$ cat config.mk
export PLATFORM = sky130hd
export DESIGN_NAME = rsv_station
export DESIGN_NICKNAME = d
export VERILOG_FILES = /design/src/rtl/rsv_pkg.sv /design/src/rtl/rsv_ctrl.sv /design/src/rtl/rsv_data.sv /design/src/rtl/rsv_station.sv
export SDC_FILE = /design/constraint.sdc
export NUM_CORES = 1
export LEC_CHECK = 0
export ABC_CLOCK_PERIOD_IN_PS = 2800
export BUFFER_PORTS_ARGS = -buffer_cell sky130_fd_sc_hd__buf_4
export CORE_MARGIN = 2
export CORE_UTILIZATION = 55
export CTS_CLUSTER_SIZE = 25
export DETAILED_ROUTE_END_ITERATION = 7
export PLACE_DENSITY = 0.75
export SYNTH_ARGS = -nofsm -noshare
export SYNTH_HDL_FRONTEND = slang
export SYNTH_SLANG_ARGS = --single-unit
$ cat constraint.sdc
create_clock -name clk -period 2.8 [get_ports clk]
set_clock_uncertainty 0.15 [all_clocks]
set_input_delay 0 -clock clk [delete_from_list [all_inputs] [get_ports clk]]
set_output_delay 0 -clock clk [all_outputs]
set_load 0.01 [all_outputs]
$ cat src/rtl/rsv_pkg.sv
package rsv_pkg;
  parameter int unsigned RS_ENTRIES = 4;
  parameter int unsigned OP_W       = 4;
  parameter int unsigned TAG_W      = 5;
  parameter int unsigned DATA_W     = 16;
  localparam int unsigned IDX_W     = (RS_ENTRIES > 1) ? $clog2(RS_ENTRIES) : 1;

  typedef struct packed {
    logic              rdy;
    logic [TAG_W-1:0]  tag;
    logic [DATA_W-1:0] val;
  } operand_t;

  // Control-to-datapath strobes
  typedef struct packed {
    logic             insEn;
    logic [IDX_W-1:0] insIdx;
    logic             dispEn;
    logic [IDX_W-1:0] dispIdx;
  } rsStrobe_t;

  // A waiting operand picks up a matching broadcast
  function automatic operand_t snoop(operand_t o, logic v, logic [TAG_W-1:0] t,
                                     logic [DATA_W-1:0] d);
    operand_t r = o;
    if (!o.rdy && v && (o.tag == t)) begin
      r.rdy = 1'b1;
      r.val = d;
    end
    return r;
  endfunction
endpackage

$ cat src/rtl/rsv_ctrl.sv
module rsv_ctrl
  import rsv_pkg::*;
(
  input  logic                  clk,
  input  logic                  rstN,
  input  logic                  insValid,
  input  logic [RS_ENTRIES-1:0] bothRdy,
  output logic [RS_ENTRIES-1:0] validVec,
  output logic                  full,
  output rsStrobe_t             strobe
);
  // olderThan[j][i] set: slot j was inserted before slot i
  logic [RS_ENTRIES-1:0] olderThan [RS_ENTRIES];
  logic [RS_ENTRIES-1:0] eligible, winner;
  logic [IDX_W-1:0]      freeIdx, pickIdx;

  assign full     = &validVec;
  assign eligible = validVec & bothRdy;

  always_comb begin
    freeIdx = '0;
    for (int i = RS_ENTRIES - 1; i >= 0; i--)
      if (!validVec[i]) freeIdx = IDX_W'(i);
  end

  always_comb begin
    for (int i = 0; i < RS_ENTRIES; i++) begin
      winner[i] = eligible[i];
      for (int j = 0; j < RS_ENTRIES; j++)
        if (j != i && eligible[j] && olderThan[j][i]) winner[i] = 1'b0;
    end
    pickIdx = '0;
    for (int i = RS_ENTRIES - 1; i >= 0; i--)
      if (winner[i]) pickIdx = IDX_W'(i);
  end

  always_comb begin
    strobe.insEn   = insValid && !full;
    strobe.insIdx  = freeIdx;
    strobe.dispEn  = |eligible;
    strobe.dispIdx = pickIdx;
  end

  for (genvar k = 0; k < RS_ENTRIES; k++) begin : g_slot
    always_ff @(posedge clk or negedge rstN) begin
      if (!rstN) begin
        validVec[k]  <= 1'b0;
        olderThan[k] <= '0;
      end else begin
        if (strobe.insEn && strobe.insIdx == IDX_W'(k)) begin
          validVec[k]  <= 1'b1;
          olderThan[k] <= '0;
        end else begin
          if (strobe.dispEn && strobe.dispIdx == IDX_W'(k)) validVec[k] <= 1'b0;
          if (strobe.insEn) olderThan[k][strobe.insIdx] <= validVec[k];
        end
      end
    end
  end
endmodule

$ cat src/rtl/rsv_data.sv
module rsv_data
  import rsv_pkg::*;
(
  input  logic                  clk,
  input  logic                  rstN,
  input  rsStrobe_t             strobe,
  input  logic [OP_W-1:0]       insOp,
  input  logic [TAG_W-1:0]      insDstTag,
  input  operand_t              insA,
  input  operand_t              insB,
  input  logic                  wbValid,
  input  logic [TAG_W-1:0]      wbTag,
  input  logic [DATA_W-1:0]     wbData,
  output logic [RS_ENTRIES-1:0] bothRdy,
  output logic [OP_W-1:0]       dispOp,
  output logic [TAG_W-1:0]      dispDstTag,
  output logic [DATA_W-1:0]     dispSrcA,
  output logic [DATA_W-1:0]     dispSrcB
);
  logic [OP_W-1:0]  opQ  [RS_ENTRIES];
  logic [TAG_W-1:0] dstQ [RS_ENTRIES];
  operand_t         aQ   [RS_ENTRIES];
  operand_t         bQ   [RS_ENTRIES];

  for (genvar k = 0; k < RS_ENTRIES; k++) begin : g_entry
    assign bothRdy[k] = aQ[k].rdy && bQ[k].rdy;
    always_ff @(posedge clk or negedge rstN) begin
      if (!rstN) begin
        opQ[k]  <= '0;
        dstQ[k] <= '0;
        aQ[k]   <= '0;
        bQ[k]   <= '0;
      end else if (strobe.insEn && strobe.insIdx == IDX_W'(k)) begin
        opQ[k]  <= insOp;
        dstQ[k] <= insDstTag;
        aQ[k]   <= snoop(insA, wbValid, wbTag, wbData);
        bQ[k]   <= snoop(insB, wbValid, wbTag, wbData);
      end else begin
        aQ[k]   <= snoop(aQ[k], wbValid, wbTag, wbData);
        bQ[k]   <= snoop(bQ[k], wbValid, wbTag, wbData);
      end
    end
  end

  assign dispOp     = opQ[strobe.dispIdx];
  assign dispDstTag = dstQ[strobe.dispIdx];
  assign dispSrcA   = aQ[strobe.dispIdx].val;
  assign dispSrcB   = bQ[strobe.dispIdx].val;
endmodule

$ cat src/rtl/rsv_station.sv
module rsv_station
  import rsv_pkg::*;
(
  input  logic              clk,
  input  logic              rstN,
  input  logic              insValid,
  input  logic [OP_W-1:0]   insOp,
  input  logic [TAG_W-1:0]  insDstTag,
  input  logic              insSrcARdy,
  input  logic [DATA_W-1:0] insSrcAVal,
  input  logic [TAG_W-1:0]  insSrcATag,
  input  logic              insSrcBRdy,
  input  logic [DATA_W-1:0] insSrcBVal,
  input  logic [TAG_W-1:0]  insSrcBTag,
  input  logic              wbValid,
  input  logic [TAG_W-1:0]  wbTag,
  input  logic [DATA_W-1:0] wbData,
  output logic              full,
  output logic              dispValid,
  output logic [OP_W-1:0]   dispOp,
  output logic [TAG_W-1:0]  dispDstTag,
  output logic [DATA_W-1:0] dispSrcA,
  output logic [DATA_W-1:0] dispSrcB
);
  rsStrobe_t             strobe;
  logic [RS_ENTRIES-1:0] bothRdy, validVec;
  operand_t              insA, insB;

  assign insA      = '{rdy: insSrcARdy, tag: insSrcATag, val: insSrcAVal};
  assign insB      = '{rdy: insSrcBRdy, tag: insSrcBTag, val: insSrcBVal};
  assign dispValid = strobe.dispEn;

  rsv_ctrl u_ctrl (
    .clk(clk), .rstN(rstN), .insValid(insValid), .bothRdy(bothRdy),
    .validVec(validVec), .full(full), .strobe(strobe)
  );

  rsv_data u_data (
    .clk(clk), .rstN(rstN), .strobe(strobe), .insOp(insOp), .insDstTag(insDstTag),
    .insA(insA), .insB(insB), .wbValid(wbValid), .wbTag(wbTag), .wbData(wbData),
    .bothRdy(bothRdy), .dispOp(dispOp), .dispDstTag(dispDstTag),
    .dispSrcA(dispSrcA), .dispSrcB(dispSrcB)
  );
endmodule

==> results.sh <==
export IMPL_tritoncts="built"
export IMPL_postSynthNetCount=1231
export IMPL_mappedNetlistArea_um2=11100
export IMPL_criticalPathCategory="reg -> out"
export IMPL_share_of_the_synthesized_area_in_the_top_cell_type_pct=51.2
export IMPL_crit_required_ps=2650
export IMPL_core_rowCount=52
export IMPL_drt_pass1_iter_count=8
export IMPL_maxSlewHeadroom_pct=21.5
export IMPL_drive_above_1_share_pct=18.6
export IMPL_start_kind="register"
export IMPL_failed_checks="design-rule violations"
export IMPL_placed_cell_area_um2=12400
export IMPL_worst_r2r_setup_slack_ps=80
export IMPL_cp_end_kind="output pin"
export IMPL_post_synth_main_area_contributors="sky130_fd_sc_hd__dfrtp_1 (51%), sky130_fd_sc_hd__a222oi_1 (12%), sky130_fd_sc_hd__nand2_1 (7.9%), sky130_fd_sc_hd__inv_1 (6.1%), sky130_fd_sc_hd__a221oi_1 (3.2%)"
export IMPL_run_status="complete, but fails checks"
export IMPL_final_fill_count=1495
export IMPL_route_detailed_drc=78
export IMPL_clock_tree_htree_level_count=1
export IMPL_setup_slack_ps=27.9
export IMPL_dp_worst_setup_slack_ps=214
export IMPL_via_count=10300
export IMPL_cts_sinks=228
export IMPL_timing_hold_worst_class="in -> reg"
export IMPL_globalRouteMet1Util_pct=44.1
export IMPL_yosysWarningCount=0
export IMPL_grt_start_max_net_pins=91
export IMPL_clk_path_buf_depth=3
export IMPL_critical_path_endpoint="dispSrcA[9]"
export IMPL_synth_seq_cells=228
export IMPL_worst_path_most_repeated_cell="sky130_fd_sc_hd__buf_12"
export IMPL_timing_final_hold_violations=0
export IMPL_worstMarginPinSlew_ps=1170
export IMPL_grt_util_met3_pct=6.28
export IMPL_final_max_slew_viol_count=0
export IMPL_placeableCoreArea_um2=20000
export IMPL_finalSetupViolations=0
export IMPL_cells_after_synth=1153
export IMPL_clock_latency_ps=530
export IMPL_yosys_cell_types_count=44
export IMPL_cts_root_buf="sky130_fd_sc_hd__clkbuf_16"
export IMPL_synth_most_common_cell="sky130_fd_sc_hd__nand2_1"
export IMPL_groute_usage_overall_pct=31.9
export IMPL_numCtsBuffers=24
export IMPL_worst_endpoint_arrival_ps=2620
export IMPL_leakagePower_uw=0.00712
export IMPL_edff_count_synth=0
export IMPL_yosysSeqAreaShare_pct=51.2
export IMPL_grt_pass1_vias=10300
export IMPL_die_area_um2=21400
export IMPL_finalNetCount=1426
export IMPL_global_route_usage_met2_pct=49.4
export IMPL_worst_path_max_fanout=31
export IMPL_syn_area_per_cell_um2=9.66
export IMPL_hpwlAfterDp_um=21100
export IMPL_r2r_worst_path_cells=8
export IMPL_synth_top_area_cell="sky130_fd_sc_hd__dfrtp_1"
export IMPL_drt_total_wl_um=35000
export IMPL_fin_crit_ps=2770
export IMPL_drt_antenna_violating_nets=0
export IMPL_via_per_instance_ratio=6.33
export IMPL_gp_congestion=0.895
export IMPL_avgRoutedWirePerCell_um=21.4
export IMPL_crit_reg2reg_capture="u_data.aQ[81]$_DFFE_PN0P_"
export IMPL_postSynth_topFlopCell="sky130_fd_sc_hd__dfrtp_1"
export IMPL_port_buffer_count=120
export IMPL_peakVddDrop_mv=0.744
export IMPL_critPathLaunch="u_data.bQ[43]$_DFFE_PN0P_"
export IMPL_max_cap_violations=0
export IMPL_clk_transition_reported_paths_ps=60
export IMPL_area_growth_syn_to_layout_pct=27.1
export IMPL_timing_critical_path_cells="nand3_1, and4b_4, buf_12, nor2_4, buf_12, a221oi_1, o2bb2ai_1, buf_4"
export IMPL_final_cell_area_um2=14200
export IMPL_grt_antenna_before_repair=0
export IMPL_rr_startpoint="u_ctrl.validVec[0]$_DFFE_PN0P_"
export IMPL_rsz_0062_raised_after_global_routing="false"
export IMPL_critical_path_slowest_cell="sky130_fd_sc_hd__dfrtp_1"
export IMPL_hold_start="wbTag[2]"
export IMPL_floorplan_initialDensity_pct=55.6
export IMPL_fin_tns_setup_ps=0
export IMPL_post_route_util_pct=70.6
export IMPL_overflow=0
export IMPL_ys_async_sr_fraction_pct=100
export IMPL_grt_busiest_layer="met2"
export IMPL_post_route_period_util_pct=99.0
export IMPL_power_density_nw_per_um2=1110
export IMPL_insertedDiodeCount=0
export IMPL_detail_route_iter0_violations=1823
export IMPL_worst_path_largest_cell_delay_ps=430
export IMPL_fmax_mhz=361
export IMPL_synth_cell_count_leaders="sky130_fd_sc_hd__nand2_1 (235), sky130_fd_sc_hd__dfrtp_1 (228), sky130_fd_sc_hd__inv_1 (180), sky130_fd_sc_hd__a222oi_1 (128), sky130_fd_sc_hd__o21ai_0 (59)"
export IMPL_die_w_um=146
export IMPL_die_h_um=146
export IMPL_io_pins=121
export IMPL_grt_first_pass_wirelength_um=54900
[cell families after synthesis]
logic type / share of synthesized area, %
buffers and inverters: 9.73
xor gates and xnor gates: 3.93
and+or+nand+nor: 12.8
muxes: 0.809
AOI/OAI and AO/OA: 21.5
DFF: 51.2
[registers in the layout, indices dropped and copies added, names as in the netlist]
register	flops
u_data.aQ	88
u_ctrl.validVec	4
u_ctrl.olderThan	12
u_data.dstQ	20
u_data.bQ	88
u_data.opQ	16
[how the worst min path moves through the flow]
stage | to | slack [ps] | cells past startpoint
floorplan | u_ctrl.olderThan[0]$_DFFE_PN0P_ | -450 | 0
global placement | u_data.dstQ[18]$_DFFE_PN0P_ | -90 | 1
detailed placement | u_data.dstQ[18]$_DFFE_PN0P_ | -80 | 1
CTS | u_data.aQ[43]$_DFFE_PN0P_ | 30 | 5
global route | u_data.bQ[21]$_DFFE_PN0P_ | 100 | 5
finish | u_data.aQ[43]$_DFFE_PN0P_ | 40 | 5
[stage by stage]
step | total power (uW) | std cells | hold slack [ps]
2_1_floorplan | 9510 | 1153 | -446
3_3_place_gp | 11800 | 1509 | -86.1
3_5_place_dp | 12000 | 1509 | -82.8
4_1_cts | 15300 | 1631 | 29.4
5_1_grt | 16500 | 1634 | 96.6
6_report | 15700 | 1634 | 40.6
[worst max-delay path, delay by kind of cell, from the launching register on]
kind | cells | cell delay (ps)
buffers and inverters | 3 | 510
AND/OR/NAND/NOR | 3 | 600
flip-flops | 1 | 430
AO/OA/AOI/OAI | 2 | 540
[cell type report]
| class | count | area, um^2 | share of cell area (%) |
|---|---|---|---|
| Sequential cell | 228 | 5710 | 40.3 |
| Timing Repair Buffer | 248 | 2130 | 15.1 |
| Tap cell | 270 | 338 | 2.39 |
| Clock buffer | 32 | 712 | 5.03 |
| Inverter | 180 | 676 | 4.77 |
| Multi-Input combinational cell | 666 | 4540 | 32.1 |
| Clock inverter | 10 | 53.8 | 0.380 |
[where the power goes]
part / leakage [uW] / internal (uW) / switching [uW]
sequential: 0.00260 / 4820 / 1040
combinational: 0.00413 / 3080 / 3650
clock: 0.000392 / 1780 / 1330
total: 0.00712 / 9680 / 6010
[cell usage in the layout (no fill, tap or decap), types with 2 or more instances in the layout]
cell	count
sky130_fd_sc_hd__mux2_2	2
sky130_fd_sc_hd__xor2_1	14
sky130_fd_sc_hd__and3_1	3
sky130_fd_sc_hd__inv_1	180
sky130_fd_sc_hd__nand4_1	20
sky130_fd_sc_hd__nor2_2	3
sky130_fd_sc_hd__o2bb2ai_1	41
sky130_fd_sc_hd__buf_4	161
sky130_fd_sc_hd__o21ai_0	59
sky130_fd_sc_hd__xnor2_1	36
sky130_fd_sc_hd__clkbuf_16	26
sky130_fd_sc_hd__a222oi_1	128
sky130_fd_sc_hd__a21oi_1	5
sky130_fd_sc_hd__nand2_1	235
sky130_fd_sc_hd__clkinv_2	9
sky130_fd_sc_hd__nor2_1	34
sky130_fd_sc_hd__a221oi_2	18
sky130_fd_sc_hd__clkbuf_8	6
sky130_fd_sc_hd__nor4b_4	2
sky130_fd_sc_hd__dfrtp_2	2
sky130_fd_sc_hd__dlygate4sd3_1	80
sky130_fd_sc_hd__mux2_4	5
sky130_fd_sc_hd__dfrtp_1	226
sky130_fd_sc_hd__buf_6	2
sky130_fd_sc_hd__buf_12	3
sky130_fd_sc_hd__a31oi_1	2
sky130_fd_sc_hd__nand3_1	5
sky130_fd_sc_hd__nand2_2	2
sky130_fd_sc_hd__a221oi_1	22
sky130_fd_sc_hd__nor4b_1	6
[timing repair]
action                                 4_1_cts  5_1_grt
gates resized for setup                      7       29
cloned                                       0        1
buffers inserted                             0        2
setup endpoints to repair                   41       49
hold buffers                                80        0
endpoints found under the hold margin      419        0
[routing by layer]
metal | part of all wire (%) | routed length (um)
met1 | 39 | 13800
met4 | 3.5 | 1220
met2 | 46 | 16200
met3 | 11 | 3820
met5 | 0 | 0
Note: power is estimated with default switching activity, not from simulation.
